==> config.mk <==
export PLATFORM = sky130hd
export DESIGN_NAME = dual_timer_unit
export DESIGN_NICKNAME = d
export VERILOG_FILES = /design/src/rtl/dtu_pkg.sv /design/src/rtl/dtu_timer_core.sv /design/src/rtl/dtu_irq_ctrl.sv /design/src/rtl/dual_timer_unit.sv
export SDC_FILE = /design/constraint.sdc
export NUM_CORES = 1
export LEC_CHECK = 0
export BUFFER_PORTS_ARGS = -buffer_cell sky130_fd_sc_hd__buf_2
export CELL_PAD_IN_SITES_DETAIL_PLACEMENT = 2
export CELL_PAD_IN_SITES_GLOBAL_PLACEMENT = 2
export CORE_ASPECT_RATIO = 1.5
export CORE_MARGIN = 2
export CORE_UTILIZATION = 44
export CTS_CLUSTER_SIZE = 20
export DETAILED_ROUTE_END_ITERATION = 7
export HOLD_SLACK_MARGIN = 0.15
export PLACE_DENSITY = 0.93
export SETUP_SLACK_MARGIN = 0.4
export SYNTH_ARGS = -nofsm -noshare
export SYNTH_HDL_FRONTEND = slang
export SYNTH_HIERARCHICAL = 1
export SYNTH_SLANG_ARGS = --single-unit
==> constraint.sdc <==
create_clock -name clk -period 3.1 [get_ports clk]
set_input_delay 0.31 -clock clk [delete_from_list [all_inputs] [get_ports clk]]
set_output_delay 0.31 -clock clk [all_outputs]
set_load 0.1 [all_outputs]
==> src/rtl/dtu_pkg.sv <==
package dtu_pkg;

    typedef enum logic [3:0] {
        A_PB_OUT    = 4'd0,
        A_PA_OUT    = 4'd1,
        A_PB_DIR    = 4'd2,
        A_PA_DIR    = 4'd3,
        A_T1_CNT_LO = 4'd4,
        A_T1_CNT_HI = 4'd5,
        A_T1_LAT_LO = 4'd6,
        A_T1_LAT_HI = 4'd7,
        A_T2_LO     = 4'd8,
        A_T2_HI     = 4'd9,
        A_SHIFT     = 4'd10,
        A_AUX       = 4'd11,
        A_PERIPH    = 4'd12,
        A_FLAGS     = 4'd13,
        A_ENABLE    = 4'd14,
        A_PA_RAW    = 4'd15
    } reg_addr_e;

    localparam int FLAG_T1     = 6;
    localparam int FLAG_T2     = 5;
    localparam int AUX_FREERUN = 6;

endpackage

==> src/rtl/dtu_timer_core.sv <==
module dtu_timer_core #(
    parameter int CNT_W = 16
) (
    input  logic             clk,
    input  logic             rst_n,
    input  logic             start_i,
    input  logic [CNT_W-1:0] start_val_i,
    input  logic [CNT_W-1:0] reload_val_i,
    input  logic             freerun_i,
    output logic [CNT_W-1:0] count_o,
    output logic             expire_o
);

    localparam logic [CNT_W-1:0] ONE = {{(CNT_W-1){1'b0}}, 1'b1};

    typedef struct packed {
        logic [CNT_W-1:0] cnt;
        logic             armed;
        logic             pend;
    } tmr_t;

    tmr_t st_d, st_q;

    always_comb begin
        st_d     = st_q;
        expire_o = 1'b0;
        if (start_i) begin
            st_d.cnt   = start_val_i;
            st_d.armed = 1'b1;
            st_d.pend  = 1'b0;
        end else if (st_q.pend) begin
            // counter sits at all-ones this cycle: expiry edge
            st_d.pend = 1'b0;
            expire_o  = st_q.armed;
            if (freerun_i && st_q.armed) begin
                st_d.cnt = reload_val_i;
            end else begin
                st_d.cnt = st_q.cnt - ONE;
            end
            if (!freerun_i) begin
                st_d.armed = 1'b0;
            end
        end else begin
            st_d.cnt  = st_q.cnt - ONE;
            st_d.pend = st_q.armed && (st_q.cnt == '0);
        end
    end

    always_ff @(posedge clk or negedge rst_n) begin
        if (!rst_n) begin
            st_q <= '0;
        end else begin
            st_q <= st_d;
        end
    end

    assign count_o = st_q.cnt;


    load_takes_chk: assert property (@(posedge clk) disable iff (!rst_n)
        start_i |=> (count_o == $past(start_val_i)));


    expire_after_zero_chk: assert property (@(posedge clk) disable iff (!rst_n)
        expire_o |-> (count_o == '1));


    oneshot_wraps_chk: assert property (@(posedge clk) disable iff (!rst_n)
        (expire_o && !freerun_i) |=> (count_o == {{(CNT_W-1){1'b1}}, 1'b0}));


    freerun_reload_chk: assert property (@(posedge clk) disable iff (!rst_n)
        (expire_o && freerun_i) |=> (count_o == $past(reload_val_i)));

endmodule

==> src/rtl/dtu_irq_ctrl.sv <==
module dtu_irq_ctrl #(
    parameter int DATA_W = 8
) (
    input  logic              clk,
    input  logic              rst_n,
    input  logic [DATA_W-2:0] set_i,
    input  logic [DATA_W-2:0] clr_i,
    input  logic              en_wr_i,
    input  logic [DATA_W-1:0] en_wdata_i,
    output logic [DATA_W-2:0] flags_o,
    output logic [DATA_W-2:0] enables_o,
    output logic              irq_o
);

    localparam int FLAG_W = DATA_W - 1;

    typedef struct packed {
        logic [FLAG_W-1:0] flags;
        logic [FLAG_W-1:0] en;
        logic              irq;
    } irq_t;

    irq_t ic_d, ic_q;

    always_comb begin
        ic_d       = ic_q;
        // a new event in the same cycle outranks a clear
        ic_d.flags = (ic_q.flags & ~clr_i) | set_i;
        if (en_wr_i) begin
            if (en_wdata_i[DATA_W-1]) begin
                ic_d.en = ic_q.en | en_wdata_i[FLAG_W-1:0];
            end else begin
                ic_d.en = ic_q.en & ~en_wdata_i[FLAG_W-1:0];
            end
        end
        ic_d.irq = |(ic_d.flags & ic_d.en);
    end

    always_ff @(posedge clk or negedge rst_n) begin
        if (!rst_n) begin
            ic_q <= '0;
        end else begin
            ic_q <= ic_d;
        end
    end

    assign flags_o   = ic_q.flags;
    assign enables_o = ic_q.en;
    assign irq_o     = ic_q.irq;


    flag_clear_chk: assert property (@(posedge clk) disable iff (!rst_n)
        ((clr_i & ~set_i) != '0) |=> ((flags_o & $past(clr_i & ~set_i)) == '0));


    enable_set_chk: assert property (@(posedge clk) disable iff (!rst_n)
        (en_wr_i && en_wdata_i[DATA_W-1]) |=>
        ((enables_o & $past(en_wdata_i[FLAG_W-1:0])) == $past(en_wdata_i[FLAG_W-1:0])));


    irq_source_chk: assert property (@(posedge clk) disable iff (!rst_n)
        irq_o |-> ((flags_o & enables_o) != '0));

endmodule

==> src/rtl/dual_timer_unit.sv <==
module dual_timer_unit
    import dtu_pkg::*;
#(
    parameter int DATA_W = 8,
    parameter int ADDR_W = 4
) (
    input  logic              clk,
    input  logic              rst_n,
    input  logic [ADDR_W-1:0] addr_i,
    input  logic [DATA_W-1:0] wdata_i,
    input  logic              wr_en_i,
    input  logic              rd_en_i,
    output logic [DATA_W-1:0] rdata_o,
    output logic              irq_o,
    output logic [DATA_W-1:0] pb_pins_o,
    output logic [DATA_W-1:0] pb_oe_o
);

    localparam int CNT_W  = 2 * DATA_W;
    localparam int FLAG_W = DATA_W - 1;

    typedef struct packed {
        logic [DATA_W-1:0] orb;
        logic [DATA_W-1:0] ora;
        logic [DATA_W-1:0] ddrb;
        logic [DATA_W-1:0] ddra;
        logic [CNT_W-1:0]  t1_lat;
        logic [DATA_W-1:0] t2_lo;
        logic [DATA_W-1:0] shift;
        logic [DATA_W-1:0] aux;
        logic [DATA_W-1:0] periph;
    } regs_t;

    regs_t rg_d, rg_q;

    reg_addr_e         sel;
    logic              wr_hit_t1_hi, wr_hit_t2_hi;
    logic [CNT_W-1:0]  t1_count, t2_count;
    logic              t1_expire, t2_expire;
    logic [FLAG_W-1:0] flag_set, flag_clr, flags, enables;
    logic              irq_int;

    assign sel          = reg_addr_e'(addr_i);
    assign wr_hit_t1_hi = wr_en_i && (sel == A_T1_CNT_HI);
    assign wr_hit_t2_hi = wr_en_i && (sel == A_T2_HI);

    // register-file next state
    always_comb begin
        rg_d = rg_q;
        if (wr_en_i) begin
            case (sel)
                A_PB_OUT:              rg_d.orb                  = wdata_i;
                A_PA_OUT, A_PA_RAW:    rg_d.ora                  = wdata_i;
                A_PB_DIR:              rg_d.ddrb                 = wdata_i;
                A_PA_DIR:              rg_d.ddra                 = wdata_i;
                A_T1_CNT_LO,
                A_T1_LAT_LO:           rg_d.t1_lat[DATA_W-1:0]   = wdata_i;
                A_T1_CNT_HI,
                A_T1_LAT_HI:           rg_d.t1_lat[CNT_W-1:DATA_W] = wdata_i;
                A_T2_LO:               rg_d.t2_lo                = wdata_i;
                A_SHIFT:               rg_d.shift                = wdata_i;
                A_AUX:                 rg_d.aux                  = wdata_i;
                A_PERIPH:              rg_d.periph               = wdata_i;
                default:               ;
            endcase
        end
    end

    always_ff @(posedge clk or negedge rst_n) begin
        if (!rst_n) begin
            rg_q <= '0;
        end else begin
            rg_q <= rg_d;
        end
    end

    // flag event vectors
    always_comb begin
        flag_set          = '0;
        flag_set[FLAG_T1] = t1_expire;
        flag_set[FLAG_T2] = t2_expire;
        flag_clr          = '0;
        if (wr_en_i && (sel == A_FLAGS)) begin
            flag_clr = wdata_i[FLAG_W-1:0];
        end
        if (wr_hit_t1_hi || (rd_en_i && (sel == A_T1_CNT_LO))) begin
            flag_clr[FLAG_T1] = 1'b1;
        end
        if (wr_hit_t2_hi || (rd_en_i && (sel == A_T2_LO))) begin
            flag_clr[FLAG_T2] = 1'b1;
        end
    end

    dtu_timer_core #(.CNT_W(CNT_W)) t1_i (
        .clk          (clk),
        .rst_n        (rst_n),
        .start_i      (wr_hit_t1_hi),
        .start_val_i  ({wdata_i, rg_q.t1_lat[DATA_W-1:0]}),
        .reload_val_i (rg_q.t1_lat),
        .freerun_i    (rg_q.aux[AUX_FREERUN]),
        .count_o      (t1_count),
        .expire_o     (t1_expire)
    );

    dtu_timer_core #(.CNT_W(CNT_W)) t2_i (
        .clk          (clk),
        .rst_n        (rst_n),
        .start_i      (wr_hit_t2_hi),
        .start_val_i  ({wdata_i, rg_q.t2_lo}),
        .reload_val_i ({CNT_W{1'b0}}),
        .freerun_i    (1'b0),
        .count_o      (t2_count),
        .expire_o     (t2_expire)
    );

    dtu_irq_ctrl #(.DATA_W(DATA_W)) irq_i (
        .clk        (clk),
        .rst_n      (rst_n),
        .set_i      (flag_set),
        .clr_i      (flag_clr),
        .en_wr_i    (wr_en_i && (sel == A_ENABLE)),
        .en_wdata_i (wdata_i),
        .flags_o    (flags),
        .enables_o  (enables),
        .irq_o      (irq_int)
    );

    // read mux
    always_comb begin
        case (sel)
            A_PB_OUT:           rdata_o = rg_q.orb;
            A_PA_OUT, A_PA_RAW: rdata_o = rg_q.ora;
            A_PB_DIR:           rdata_o = rg_q.ddrb;
            A_PA_DIR:           rdata_o = rg_q.ddra;
            A_T1_CNT_LO:        rdata_o = t1_count[DATA_W-1:0];
            A_T1_CNT_HI:        rdata_o = t1_count[CNT_W-1:DATA_W];
            A_T1_LAT_LO:        rdata_o = rg_q.t1_lat[DATA_W-1:0];
            A_T1_LAT_HI:        rdata_o = rg_q.t1_lat[CNT_W-1:DATA_W];
            A_T2_LO:            rdata_o = t2_count[DATA_W-1:0];
            A_T2_HI:            rdata_o = t2_count[CNT_W-1:DATA_W];
            A_SHIFT:            rdata_o = rg_q.shift;
            A_AUX:              rdata_o = rg_q.aux;
            A_PERIPH:           rdata_o = rg_q.periph;
            A_FLAGS:            rdata_o = {irq_int, flags};
            A_ENABLE:           rdata_o = {1'b1, enables};
            default:            rdata_o = '0;
        endcase
    end

    assign irq_o     = irq_int;
    assign pb_pins_o = rg_q.orb & rg_q.ddrb;
    assign pb_oe_o   = rg_q.ddrb;


    pins_follow_write_chk: assert property (@(posedge clk) disable iff (!rst_n)
        (wr_en_i && (sel == A_PB_OUT)) |=> (pb_pins_o == ($past(wdata_i) & pb_oe_o)));


    t2_load_chk: assert property (@(posedge clk) disable iff (!rst_n)
        wr_hit_t2_hi |=> (t2_count == {$past(wdata_i), $past(rg_q.t2_lo)}));


    t1_restart_clears_chk: assert property (@(posedge clk) disable iff (!rst_n)
        wr_hit_t1_hi |=> !flags[FLAG_T1]);

endmodule

==> impl_results.rst <==
.. list-table::
   :header-rows: 1

   * - Metric
     - Value
   * - Clock transition at the register clock pins on the worst setup and hold paths after CTS
     - 60 ps
   * - Worst clock skew on the final layout
     - 8.57 ps
   * - Tightest slew margin relative to the limit
     - 0.354
   * - Leading cell type in the layout, fill and taps excluded
     - sky130_fd_sc_hd__dfrtp_1
   * - Family with the most delay on the worst path
     - simple AND/OR/NAND/NOR gates
   * - Number of placement rows
     - 59
   * - Required time reported for the critical path endpoint
     - 2790 ps
   * - Chain of cells forming the critical path
     - or3b_2, a21boi_0, nor4_1, a31oi_2, buf_4
   * - Post-layout nets
     - 753
   * - Number of detailed-routing iterations run before antenna repair
     - 5
   * - Residual DRC
     - 0
   * - GR Util met1
     - 0.364
   * - Max Freq
     - 0.371 GHz
   * - Total buffers and inverters traversed by the critical path
     - 1
   * - Depth of the worst register-to-register path
     - 6
   * - Overall via count from detail_route
     - 6,266
   * - Routed WL per cell
     - 31.4 um
   * - First-pass GRT wire length
     - 46,100 um
   * - Antenna violations before repair
     - 0
   * - Synthesized cell area
     - 0.00772 sq mm
   * - Cell count after synthesis
     - 721
   * - Post-detailed-routing wire length
     - 30,200 um
   * - RePlAce Congestion
     - 0.904
   * - Portion of the clock cycle consumed by the worst path in the final layout
     - 0.869
   * - DP Wirelength
     - 19,900 um
   * - DP Area
     - 0.00802 sq mm
   * - Setup total negative slack
     - 0 ps
   * - Hold path startpoint
     - wdata_i[0]
   * - Buffers inserted by post-CTS timing repair
     - 0
   * - Area of the die
     - 0.0186 sq mm
   * - Maximum number of pins on one net before global-route repair
     - 80
   * - Share of async-settable or async-resettable flops after synthesis
     - 1.00
   * - RSZ-0062 raised after global routing
     - no
   * - Area added between synthesis and finish
     - 11.9%
   * - Total Power
     - 7.07 mW
   * - Post-layout worst setup margin
     - 406 ps
   * - Cell Count, Final, Fillers Out
     - 962
   * - Worst skew pair latency
     - 450 ps
   * - Worst slack, placed
     - 386 ps
   * - Placeable core region
     - 0.0173 sq mm
   * - Data arrival time at the worst-slack endpoint
     - 2380 ps
   * - Number of buffers between clock root and the deepest sink
     - 2
   * - Yosys cell types
     - 69
   * - Post-synth EDFFs
     - 0
   * - Register-to-register setup slack
     - 510 ps
   * - Most used flip-flop cell after synthesis
     - sky130_fd_sc_hd__dfrtp_1
   * - # port buffers
     - 40
   * - Min-delay worst type
     - input port to flip-flop
   * - Floorplan die height
     - 166 um
   * - Terminus of the critical flop-to-flop path
     - t2_i/count_o[14]
   * - Via count of the first global-routing pass
     - 7,222
   * - Critical path's largest stage delay
     - 510 ps
   * - Most frequent cells in the layout
     - sky130_fd_sc_hd__dfrtp_1, sky130_fd_sc_hd__mux2_2, sky130_fd_sc_hd__nor2_1, sky130_fd_sc_hd__a21oi_1, sky130_fd_sc_hd__buf_2
   * - Crit Path Class
     - flip-flop to output pin
   * - Leakage power
     - 3.65 nW
   * - Share of layout cells above drive strength 1
     - 0.290
   * - Highest-delay cell along the critical path
     - sky130_fd_sc_hd__or3b_2
   * - H-Tree Level Count
     - 4
   * - Die outline width
     - 112 um
   * - Power density cells
     - 819 mW/mm^2
   * - Boundary pin count
     - 41
   * - Syn avg cell area
     - 10.7 sq um
   * - Clock tree from TritonCTS
     - done
   * - Final hold vios
     - 0
   * - Number of nets still failing antenna checks after routing
     - 0
   * - Number of buffers created by CTS
     - 17
   * - GRT Util Overall
     - 0.332
   * - # clock sinks
     - 131
   * - Placed cell count
     - 928
   * - Slew at the pin with the worst max-slew slack
     - 966 ps
   * - Number of max-slew violations in the final report
     - 0
   * - CP startpoint kind
     - flip-flop
   * - Max-Cap Viols
     - 0
   * - Worst voltage drop across the vdd grid
     - 612 uV
   * - End point of the most critical hold path
     - t2_i/count_o[8]
   * - Met3 Track Usage GR
     - 0.0555
   * - DRC violation total after the first TritonRoute iteration
     - 348
   * - Aggregate global routing overflow
     - 0
   * - Sequential cell area fraction in the yosys report
     - 0.425
   * - Final critical delay including setup and external delays
     - 2690 ps
   * - Vias per Instance
     - 6.51
   * - Starting density of the core
     - 0.447
   * - Total of flip-flops plus latches after synthesis
     - 131
   * - Warnings, synthesis
     - 6
   * - Gr busiest metal
     - met2
   * - R2r startpoint
     - t2_i/count_o[0]
   * - Crit. End Element
     - output pin
   * - Final-layout worst hold slack
     - 330 ps
   * - Critical path fanouts, max
     - 4
   * - Final design utilization
     - 0.500
   * - Number of cells on the worst hold path
     - 3
   * - Result of the run
     - finished, final reports clean
   * - Root buffer cell
     - sky130_fd_sc_hd__clkbuf_16
   * - Met2 layer usage reported by global route
     - 0.590
   * - Final design area excluding fillers
     - 0.00864 sq mm
   * - Count of endpoints failing setup in the final report
     - 0
-- where the power goes --
| group | total (mW) | switching, mW | leakage, nW | internal, mW |
|---|---|---|---|---|
| sequential | 2.81 | 0.654 | 1.57 | 2.15 |
| clock | 2.06 | 0.866 | 0.274 | 1.19 |
| combinational | 2.21 | 1.37 | 1.81 | 0.837 |
| total | 7.07 | 2.89 | 3.65 | 4.18 |
-- worst register-to-register path: cells and delay by family, from the launching register on --
kind	cells	cell delay, ps
fa+ha+maj	1	220
buf+inv	1	110
flops	1	480
simple gates	4	1720
-- per-layer routing --
metal / wire length [um] / up-vias
li1: - / 2618
met3: 1260 / 110
met2: 16300 / 264
met5: 0 / -
met1: 10800 / 3274
met4: 1870 / 0
-- timing repair --
action | 4_1_cts | 5_1_grt
resized for setup | 3 | 5
endpoints found under the hold margin | 78 | 0
cloned | 0 | 0
hold buffers | 1 | 0
endpoints found under the setup margin | 5 | 5
-- state kept, by name (all words and copies together) (netlist names) --
| name | count |
|---|---|
| rg_q | 72 |
| t1_i/count_o | 16 |
| t2_i/count_o | 16 |
| pb_oe_o | 8 |
| irq_i/enables_o | 7 |
| irq_i/flags_o | 7 |
| t1_i/st_q | 2 |
| t2_i/st_q | 2 |
| irq_i/irq_o | 1 |
-- worst max path at each step --
stage	start	to	slack (ps)	cells past startpoint
after CTS	addr_i[2]	rdata_o[6]	400	6
final	t1_i/count_o[1]	rdata_o[1]	410	5
after detailed placement	addr_i[0]	irq_i/irq_o	390	8
after global placement	addr_i[1]	rdata_o[7]	530	8
after floorplan	addr_i[3]	irq_i/irq_o	450	10
after global routing	addr_i[0]	rdata_o[3]	410	6
-- layout make-up --
class | count | area [sq um]
Fill cell | 1705 | 8640
Multi-Input combinational cell | 501 | 3960
Sequential cell | 131 | 3280
Timing Repair Buffer | 56 | 444
Clock buffer | 18 | 429
Tap cell | 213 | 267
Clock inverter | 14 | 156
Inverter | 28 | 105
Antenna cell | 1 | 2.50
-- logic make-up (layout without fill, tap and decap cells) --
logic type / count (synthesis) / in the layout / share of synthesized area
flip-flops: 131 / 131 / 0.425
other: 1 / 25 / 0.000486
XOR/XNOR: 16 / 16 / 0.0182
adder cells (fa/ha/maj): 2 / 2 / 0.00324
multiplexers: 119 / 119 / 0.183
AND/OR/NAND/NOR: 215 / 215 / 0.174
buffers and inverters: 112 / 116 / 0.0804
AO/OA/AOI/OAI: 125 / 125 / 0.116
-- cell usage after synthesis (10+ instances only) --
library cell               instances  area, sq um
sky130_fd_sc_hd__a21oi_1          32          160
sky130_fd_sc_hd__a221oi_1         10         87.6
sky130_fd_sc_hd__and2_1           13         81.3
sky130_fd_sc_hd__buf_2            16         80.1
sky130_fd_sc_hd__buf_4            40          300
sky130_fd_sc_hd__clkbuf_1         21         78.8
sky130_fd_sc_hd__dfrtp_1         131         3280
sky130_fd_sc_hd__inv_1            27          101
sky130_fd_sc_hd__mux2_2           81          912
sky130_fd_sc_hd__mux2_4           10          150
sky130_fd_sc_hd__mux2i_1          19          190
sky130_fd_sc_hd__nand2_1          26         97.6
sky130_fd_sc_hd__nand3_1          19         95.1
sky130_fd_sc_hd__nand4b_1         11         96.3
sky130_fd_sc_hd__nor2_1           34          128
sky130_fd_sc_hd__nor2b_1          10         62.6
sky130_fd_sc_hd__nor3_1           19         95.1
sky130_fd_sc_hd__nor3b_1          13         97.6
sky130_fd_sc_hd__o21ai_0          13         65.1
sky130_fd_sc_hd__xnor2_1          10         87.6
(Power assumes the default switching activity.)
